[config.mk]
export PLATFORM = sky130hd
export DESIGN_NAME = speed_ramp_ctrl
export DESIGN_NICKNAME = d
export VERILOG_FILES = /design/src/rtl/speed_ramp_pkg.sv /design/src/rtl/ramp_interval_timer.sv /design/src/rtl/ramp_step_unit.sv /design/src/rtl/speed_ramp_ctrl.sv
export SDC_FILE = /design/constraint.sdc
export NUM_CORES = 1
export LEC_CHECK = 0
export BUFFER_PORTS_ARGS = -buffer_cell sky130_fd_sc_hd__buf_2
export CAP_MARGIN = 0
export CORE_MARGIN = 4
export CORE_UTILIZATION = 35
export CTS_CLUSTER_SIZE = 20
export DETAILED_ROUTE_END_ITERATION = 6
export PLACE_DENSITY = 0.6
export RECOVER_POWER = 50
export SYNTH_ARGS = -nofsm -noshare
export SYNTH_HDL_FRONTEND = slang
export SYNTH_SLANG_ARGS = --single-unit
[constraint.sdc]
create_clock -name clk -period 4.4 [get_ports clk]
set_clock_uncertainty 0.05 [all_clocks]
set_input_delay 1.1 -clock clk [delete_from_list [all_inputs] [get_ports clk]]
set_output_delay 1.1 -clock clk [all_outputs]
set_load 0.02 [all_outputs]
[src/rtl/speed_ramp_pkg.sv]
package speed_ramp_pkg;
    typedef enum logic [1:0] {
        RS_IDLE    = 2'd0,
        RS_COMPARE = 2'd1,
        RS_ACCEL   = 2'd2,
        RS_DECEL   = 2'd3
    } ramp_state_e;
endpackage

[src/rtl/ramp_interval_timer.sv]
module ramp_interval_timer #(
    parameter int UP_MS   = 10,
    parameter int DOWN_MS = 20
) (
    input  logic clk,
    input  logic rst_n,
    input  logic run,
    input  logic sel_down,
    input  logic tick,
    output logic expire
);
    localparam int MAX_MS = (UP_MS > DOWN_MS) ? UP_MS : DOWN_MS;
    localparam int CNT_W  = $clog2(MAX_MS + 1);

    logic [CNT_W-1:0] cnt_q;
    logic [CNT_W-1:0] limit_m1;

    always_comb begin
        limit_m1 = sel_down ? CNT_W'(DOWN_MS - 1) : CNT_W'(UP_MS - 1);
        expire   = run && tick && (cnt_q == limit_m1);
    end

    always_ff @(posedge clk) begin
        if (!rst_n || !run || expire) begin
            cnt_q <= '0;
        end else if (tick) begin
            cnt_q <= cnt_q + 1'b1;
        end
    end

    // the partial count never reaches the longest interval
    p_cnt_range_r4: assert property (@(posedge clk) disable iff (!rst_n)
        cnt_q < CNT_W'(MAX_MS));

    // the count is cleared while stopped
    p_cnt_clear_r8: assert property (@(posedge clk) disable iff (!rst_n)
        !run |=> cnt_q == '0);
endmodule

[src/rtl/ramp_step_unit.sv]
module ramp_step_unit #(
    parameter int CODE_W = 8
) (
    input  logic [CODE_W-1:0] code,
    input  logic              inc,
    input  logic              dec,
    output logic [CODE_W-1:0] code_nxt
);
    localparam logic [CODE_W-1:0] CODE_MAX = '1;

    always_comb begin
        code_nxt = code;
        if (inc && code != CODE_MAX) begin
            code_nxt = code + 1'b1;
        end else if (dec && code != '0) begin
            code_nxt = code - 1'b1;
        end
    end
endmodule

[src/rtl/speed_ramp_ctrl.sv]
module speed_ramp_ctrl
    import speed_ramp_pkg::*;
#(
    parameter int CODE_W    = 8,
    parameter int UP_MS     = 10,
    parameter int DOWN_MS   = 20,
    parameter int INIT_CODE = 0
) (
    input  logic              clk,
    input  logic              rst_n,
    input  logic [CODE_W-1:0] tgt_code,
    input  logic              tgt_valid,
    input  logic              ms_tick,
    output logic [CODE_W-1:0] speed_code,
    output logic              at_target
);
    localparam logic [CODE_W-1:0] INIT_VAL = CODE_W'(INIT_CODE);
    localparam logic [CODE_W-1:0] CODE_MAX = '1;

    ramp_state_e       state_q, state_d;
    logic [CODE_W-1:0] speed_q, speed_d, tgt_q;
    logic              tmr_run, tmr_expire, step_up, step_dn;

    assign tmr_run = (state_q == RS_ACCEL || state_q == RS_DECEL) && !tgt_valid;
    assign step_up = (state_q == RS_ACCEL) && tmr_expire;
    assign step_dn = (state_q == RS_DECEL) && tmr_expire;

    ramp_interval_timer #(
        .UP_MS   (UP_MS),
        .DOWN_MS (DOWN_MS)
    ) u_timer (
        .clk      (clk),
        .rst_n    (rst_n),
        .run      (tmr_run),
        .sel_down (state_q == RS_DECEL),
        .tick     (ms_tick),
        .expire   (tmr_expire)
    );

    ramp_step_unit #(
        .CODE_W (CODE_W)
    ) u_step (
        .code     (speed_q),
        .inc      (step_up),
        .dec      (step_dn),
        .code_nxt (speed_d)
    );

    // next-state decision
    always_comb begin
        state_d = state_q;
        unique case (state_q)
            RS_IDLE:    if (tgt_valid) state_d = RS_COMPARE;           // start
            RS_COMPARE: begin
                if (tgt_valid)             state_d = RS_COMPARE;
                else if (speed_q < tgt_q)  state_d = RS_ACCEL;         // climb
                else if (speed_q > tgt_q)  state_d = RS_DECEL;         // descend
                else                       state_d = RS_COMPARE;       // settle
            end
            RS_ACCEL,
            RS_DECEL:   if (tgt_valid || tmr_expire) state_d = RS_COMPARE; // retarget / step
            default:    state_d = RS_IDLE;
        endcase
    end

    // state register
    always_ff @(posedge clk) begin
        if (!rst_n) begin
            state_q <= RS_IDLE;
            speed_q <= INIT_VAL;
            tgt_q   <= INIT_VAL;
        end else begin
            state_q <= state_d;
            speed_q <= speed_d;
            if (tgt_valid) tgt_q <= tgt_code;
        end
    end

    // outputs
    always_comb begin
        speed_code = speed_q;
        at_target  = (state_q == RS_COMPARE) && (speed_q == tgt_q);
    end

    p_idle_hold_r2: assert property (@(posedge clk) disable iff (!rst_n)
        (state_q == RS_IDLE && !tgt_valid) |=> $stable(speed_q));

    p_step_on_tick_r6: assert property (@(posedge clk) disable iff (!rst_n)
        !$stable(speed_q) |-> ($past(ms_tick) &&
            ((speed_q == $past(speed_q) + 1'b1) || (speed_q == $past(speed_q) - 1'b1))));

    p_rise_toward_target_r4: assert property (@(posedge clk) disable iff (!rst_n)
        (speed_q > $past(speed_q)) |-> ($past(state_q) == RS_ACCEL && $past(speed_q) < $past(tgt_q)));

    p_fall_toward_target_r5: assert property (@(posedge clk) disable iff (!rst_n)
        (speed_q < $past(speed_q)) |-> ($past(state_q) == RS_DECEL && $past(speed_q) > $past(tgt_q)));

    p_step_then_compare_r7: assert property (@(posedge clk) disable iff (!rst_n)
        !$stable(speed_q) |-> state_q == RS_COMPARE);

    p_strobe_recompare_r8: assert property (@(posedge clk) disable iff (!rst_n)
        (tgt_valid && state_q != RS_IDLE) |=> state_q == RS_COMPARE);

    p_no_wrap_r9: assert property (@(posedge clk) disable iff (!rst_n)
        !(($past(speed_q) == CODE_MAX && speed_q == '0) ||
          ($past(speed_q) == '0 && speed_q == CODE_MAX)));
endmodule

# After elaboration in Yosys (flattened, before gate mapping)
# Index checks and enable logic that the tools add are counted.
[classes] n_addsub=3 n_lt_le_gt_ge=2 eq_ne=8 muxes=9 reduce_logical=20
[ops] cell="two-way mux 8 bit" n=2
[ops] cell="two-way mux 2 bit" n=5
[ops] cell="adder 8 x 1 -> 8 bit, second input constant" n=1
[ops] cell="== test 8 bit" n=1
[ops] cell="greater-than comparator 8 bit" n=1
[ops] cell="logical AND 1 bit" n=8
[ops] cell="< comparator 8 bit" n=1
[ops] cell="!= test 8 bit, second input constant" n=1
[ops] cell="nonzero test 8 bit" n=1
[ops] cell="subtractor 8 x 1 -> 8 bit, second input constant" n=1
[ops] cell="one-hot mux 2 bit (3 select lines)" n=1
[ops] cell="adder 5 x 1 -> 5 bit, second input constant" n=1
[ops] cell="== test 5 bit" n=1
[ops] cell="two-way mux 5 bit" n=1
[ops] cell="== test 2 bit, second input constant" n=2
[ops] cell="logical OR 1 bit" n=4
[ops] cell="!= test 2 bit, second input constant" n=2
[ops] cell="zero test 1 bit" n=3
[ops] cell="== test 2 x 1 -> 1 bit, second input constant" n=1
[ops] cell="zero test 2 bit" n=1
[ops] cell="AND reduction 2 bit" n=1
[ops] cell="nonzero test 2 bit" n=1
[ops] cell="OR reduction 2 bit" n=1
[word_totals] register_bits=23 input_bits=12 output_inout_bits=9 elab_cells=46

# Logic depth before layout (Yosys ltp)
[logic_depth] word_depth=9 ltp_mapped=12 depth_no_buf=10

# Modules after synthesis
# A second synthesis with hierarchy kept.
[hier_totals] cells_unflattened=175 hier_area_um2=1492.7
[modules_own_cells] mod="speed_ramp_ctrl" instances=1 cells_each=84 area_each_um2=827.0 seq_area_each_um2=360.3
[modules_own_cells] mod="ramp_step_unit" instances=1 cells_each=66 area_each_um2=424.2 seq_area_each_um2=0.0
[modules_own_cells] mod="ramp_interval_timer" instances=1 cells_each=25 area_each_um2=241.5 seq_area_each_um2=100.1

# Worst setup path before layout
# No wires, ideal clock.
[synth_timing] kind="in2reg" start="input port ms_tick" end="register speed_q[6] (netlist: speed_code[6])" setup_time_ns=0.066 arrival_time_ns=3.189 required_ns=4.284 slack_ns=1.095 cell_stages=12 path_buffers=2 path_cell_list="buf_2 > nand3b_1 > nor2_1 > and3_1 > buf_6 > inv_6 > fa_1 > a211o_1 > a2111oi_0 > a41oi_1 > a22o_1 > a21oi_2"
[synth_via] elab_chain_cells=5 elab_cells_between_ends=8 cone_classes="1 x mux; 7 x reduce/logical"
[synth_lines] item="from (decl)" line_no="speed_ramp_ctrl.sv:13" rtl="input logic ms_tick,"
[synth_lines] item="logical AND 1 bit (*) (2 in a row)" line_no="ramp_interval_timer.sv:20" rtl="expire = run && tick && (cnt_q == limit_m1);"
[synth_lines] item="logical AND 1 bit (on tied branches)" line_no="speed_ramp_ctrl.sv:25, speed_ramp_ctrl.sv:26"
[synth_lines] item="logical AND 1 bit (on tied branches)" line_no="ramp_step_unit.sv:13, ramp_step_unit.sv:15"
[synth_lines] item="two-way mux 8 bit / nonzero test 2 bit (equally long branches)"
[synth_lines] item="to (signal assigned)" line_no="speed_ramp_ctrl.sv:74" rtl="speed_q <= speed_d;"
[synth_lines] item="to (decl)" line_no="speed_ramp_ctrl.sv:21" rtl="logic [CODE_W-1:0] speed_q, speed_d, tgt_q;"
# Mark *: on every way between the ends. The rest lies on a longest branch, timed or not.
# A chain may end at the register's enable or synchronous reset.

# Final worst setup path
[layout_timing] start="input port tgt_valid" end="register speed_q[6] (netlist: speed_code[6])"
[layout_via] elab_chain_cells=7 elab_cells_between_ends=10 cone_classes="1 x mux; 9 x reduce/logical"
[layout_lines] item="from (decl)" line_no="speed_ramp_ctrl.sv:12" rtl="input logic tgt_valid,"
[layout_lines] item="zero test 1 bit (*)" line_no="speed_ramp_ctrl.sv:24" rtl="assign tmr_run = (state_q == RS_ACCEL || state_q == RS_DECEL) && !tgt_valid;"
[layout_lines] item="logical AND 1 bit (*)" line_no="speed_ramp_ctrl.sv:24"
[layout_lines] item="logical AND 1 bit (*) (2 in a row)" line_no="ramp_interval_timer.sv:20"
[layout_lines] item="logical AND 1 bit (on tied branches)" line_no="speed_ramp_ctrl.sv:25, speed_ramp_ctrl.sv:26"
[layout_lines] item="logical AND 1 bit (on tied branches)" line_no="ramp_step_unit.sv:13, ramp_step_unit.sv:15"
[layout_lines] item="two-way mux 8 bit / nonzero test 2 bit (equally long branches)"
# Marks and branches as above.

==> results.py <==
metrics = {
    "worst_hold_path": {
        "min_path_cells": 2,
        "hold_start": "tgt_q[7]$_SDFFE_PN0P_",
        "min_path_type": "reg -> reg",
        "hold_path_end": "tgt_q[7]$_SDFFE_PN0P_",
    },
    "clock_tree": {
        "path_clk_slew_ns": 0.08,
        "post_cts_buffers": 0,
        "htreeDepth": 1,
        "cts_tree": "done",
        "cts_made_buffers": 3,
        "root_buffer": "clkbuf_8",
        "clock-sinks": 23,
        "cts_buffer_depth": 2,
        "cts_hold_buf": 0,
        "clk_latency_ns": 0.26,
        "post_cts_resized": 0,
    },
    "worst_setup_path": {
        "crit_arrival_ns": 3.67,
        "cp-start-kind": "input port",
        "r2r_cells": 10,
        "worstPathMaxFanout": 15,
        "crit_type": "in -> reg",
        "worst_ep_required_time_ns": 4.55,
        "r2r_end": "speed_code[6]$_SDFFE_PN0P_",
        "reg2reg_slack_ns": 1.27,
        "timing.rr.start": "u_timer.cnt_q[3]$_SDFFE_PP0P_",
        "cp-end-kind": "flip-flop",
    },
    "pwr": {
        "p_per_area_nw_per_um2": 233,
        "switching_share_pct": 23.2,
        "pwr-share-comb_pct": 9.5,
        "clkPwrFrac_pct": 33.9,
        "power.internal_mw": 0.296,
        "max-vdd-ir-drop_mv": 0.147,
        "power_frac_seq_pct": 56.6,
        "total_leakage_power_nw": 0.702,
        "switchingPower_mw": 0.0894,
    },
    "floorplan": {
        "num_rows": 23,
        "die_y_um": 73.2,
        "die_w_um": 73.2,
        "ioPinCount": 21,
        "die_area_sq_um": 5350,
        "core_sq_um": 4060,
        "initial_core_util_pct": 36.6,
    },
    "global_routing": {
        "grt_util_all_layers_pct": 11.8,
        "grt_pass1_vias": 1137,
        "grt_pass1_wl_um": 5020,
        "overflow": 0,
        "antenna_found_initial": 0,
        "grt_max_degree": 17,
    },
    "drt": {
        "viasPerCell": 5.31,
        "dr_total_vias": 1270,
        "postRouteAntennaNets": 0,
        "drtIter0Drc": 38,
        "dr.pass1.iters": 4,
        "drt-wirelength-per-cell_um": 12.7,
        "drc": 0,
        "drt_wl_total_um": 3050,
    },
    "placed_design": {
        "hpwl_um": 2350,
        "port_buffers": 20,
        "place_ws_ns": 0.606,
        "gp_congestion": 0.756,
    },
    "timing": {
        "fin_crit_sh_pct": 80.1,
        "setup_viol": 0,
        "min_period_ns": 3.52,
        "tns_ns": 0,
        "rsz0062_at_grt": "no",
        "clock.fmax_ghz": 0.284,
        "tightest_slew_ns": 0.535,
        "report.final.hold_viol_count": 0,
        "worst_slack_ns": 0.877,
        "drv_slew": 0,
        "slew_headroom_pct": 64.3,
    },
    "yosys": {
        "syn-num-nets": 198,
        "syn_inst": 170,
        "synth-edff-count": 0,
        "async_reset_ff_share_pct": 0,
        "synth-seq-area-share_pct": 31.0,
        "ys.flop_type": "dfxtp_1",
        "synth.avg_cell_area_sq_um": 8.74,
        "syn_area_sq_um": 1490,
        "ys_types": 45,
        "synth_seq_cells": 23,
        "yosys_warnings": 0,
    },
    "run_status": {
        "outcome": "finished clean",
    },
    "final_layout": {
        "final_common_cell": "dfxtp_1",
        "drive_gt1_share_pct": 11.1,
        "final_nets": 218,
        "area_growth_pct": 11.2,
        "diodes": 0,
        "fillers": 424,
        "mostFrequentLayoutCells": "dfxtp_1, nor2_1, ha_1",
    },
    "flow_run": {
        "cap_violations": 0,
    },
}
## layer usage
layer | share of wire (%) | vias up | global-route usage, %
met1 | 51 | 575 | 16.5
met2 | 41 | 30 | 17.5
li1 | - | 660 | -
met4 | 1.3 | 0 | 3.69
met5 | 0 | - | 0
met3 | 6.5 | 5 | 3.03
## cells in the mapped netlist, types with 2 or more instances
library cell | count | share of area [%]
o21ai_0 | 7 | 2.4
nand4_1 | 3 | 1.3
mux2i_1 | 11 | 7.4
xor2_1 | 5 | 2.9
nand3_1 | 7 | 2.4
and2_2 | 2 | 1.0
dfxtp_1 | 23 | 31
nor3_1 | 3 | 1.0
nand2b_1 | 2 | 0.84
and3_1 | 3 | 1.3
nand3b_1 | 2 | 1.0
and4_1 | 2 | 1.2
ha_1 | 15 | 13
a21oi_1 | 14 | 4.7
nor4_1 | 2 | 0.84
a211oi_1 | 2 | 1.0
inv_1 | 10 | 2.5
a21o_1 | 3 | 1.5
o211ai_1 | 2 | 1.0
nor2b_1 | 3 | 1.3
nor2_1 | 17 | 4.3
nand2_1 | 7 | 1.8
buf_2 | 2 | 0.67
or3_1 | 2 | 0.84
## worst max-delay path, stage by stage
cell,delay (ns)
buf_2,0.19
nand2b_1,0.22
nor2_1,0.13
and3_1,0.37
inv_6,0.12
fa_1,0.44
a211o_1,0.31
a2111oi_0,0.37
a41oi_1,0.08
a22o_1,0.21
a21oi_2,0.12
## kinds of logic (layout without fill, tap and decap cells)
logic type               count (synthesis)  in the layout  share of synthesized area (%)
AND/OR/NAND/NOR                         58             58                           20.6
AO/OA/AOI/OAI                           39             39                           17.4
flip-flops                              23             23                           31.0
adder cells (fa/ha/maj)                 16             16                           14.0
buffers and inverters                   16             35                           5.13
multiplexers                            12             12                           8.33
XOR/XNOR                                 6              6                           3.54
## how the worst max path moves through the flow
stage,slack [ns],endpoint,start
finish,0.88,speed_code[6]$_SDFFE_PN0P_,tgt_valid
global route,0.70,speed_code[6]$_SDFFE_PN0P_,tgt_valid
CTS,0.89,speed_code[6]$_SDFFE_PN0P_,tgt_valid
detailed placement,0.61,speed_code[6]$_SDFFE_PN0P_,tgt_valid
global placement,0.66,speed_code[6]$_SDFFE_PN0P_,tgt_valid
floorplan,1.10,speed_code[6]$_SDFFE_PN0P_,ms_tick
## power groups by stage
| stage | Clock, mW | Combinational, mW | Sequential [mW] |
|---|---|---|---|
| finish | 0.131 | 0.0367 | 0.218 |
| global placement | 0 | 0.0371 | 0.223 |
| detailed placement | 0 | 0.0372 | 0.223 |
| floorplan | 0 | 0.0276 | 0.222 |
| CTS | 0.136 | 0.0374 | 0.218 |
| global route | 0.147 | 0.0420 | 0.219 |
## layout make-up
cell class	count	area (sq um)	area share (%)
repair buffers	20	88.8	5.37
multi-input cells	131	950	57.5
flip-flops and latches	23	460	27.9
inverters	11	46.3	2.80
well taps	50	62.6	3.79
clock buffers	4	45.0	2.73
## state kept, by name (all words and copies together) (netlist names)
name / flops
u_timer.cnt_q: 5
speed_code: 8
state_q: 2
tgt_q: 8
## per-stage QoR
stage / instance area (sq um) / power, mW / hold slack, ns / instances / util [%]
floorplan: 1490 / 0.250 / 0.410 / 170 / -
global placement: 1620 / 0.260 / 0.424 / 235 / 39.9
detailed placement: 1620 / 0.260 / 0.431 / 235 / 39.9
CTS: 1660 / 0.391 / 0.451 / 239 / 41.0
global route: 1650 / 0.408 / 0.468 / 239 / 40.7
finish: 1650 / 0.386 / 0.448 / 239 / 40.7
Power figures use the tool's default switching activity.
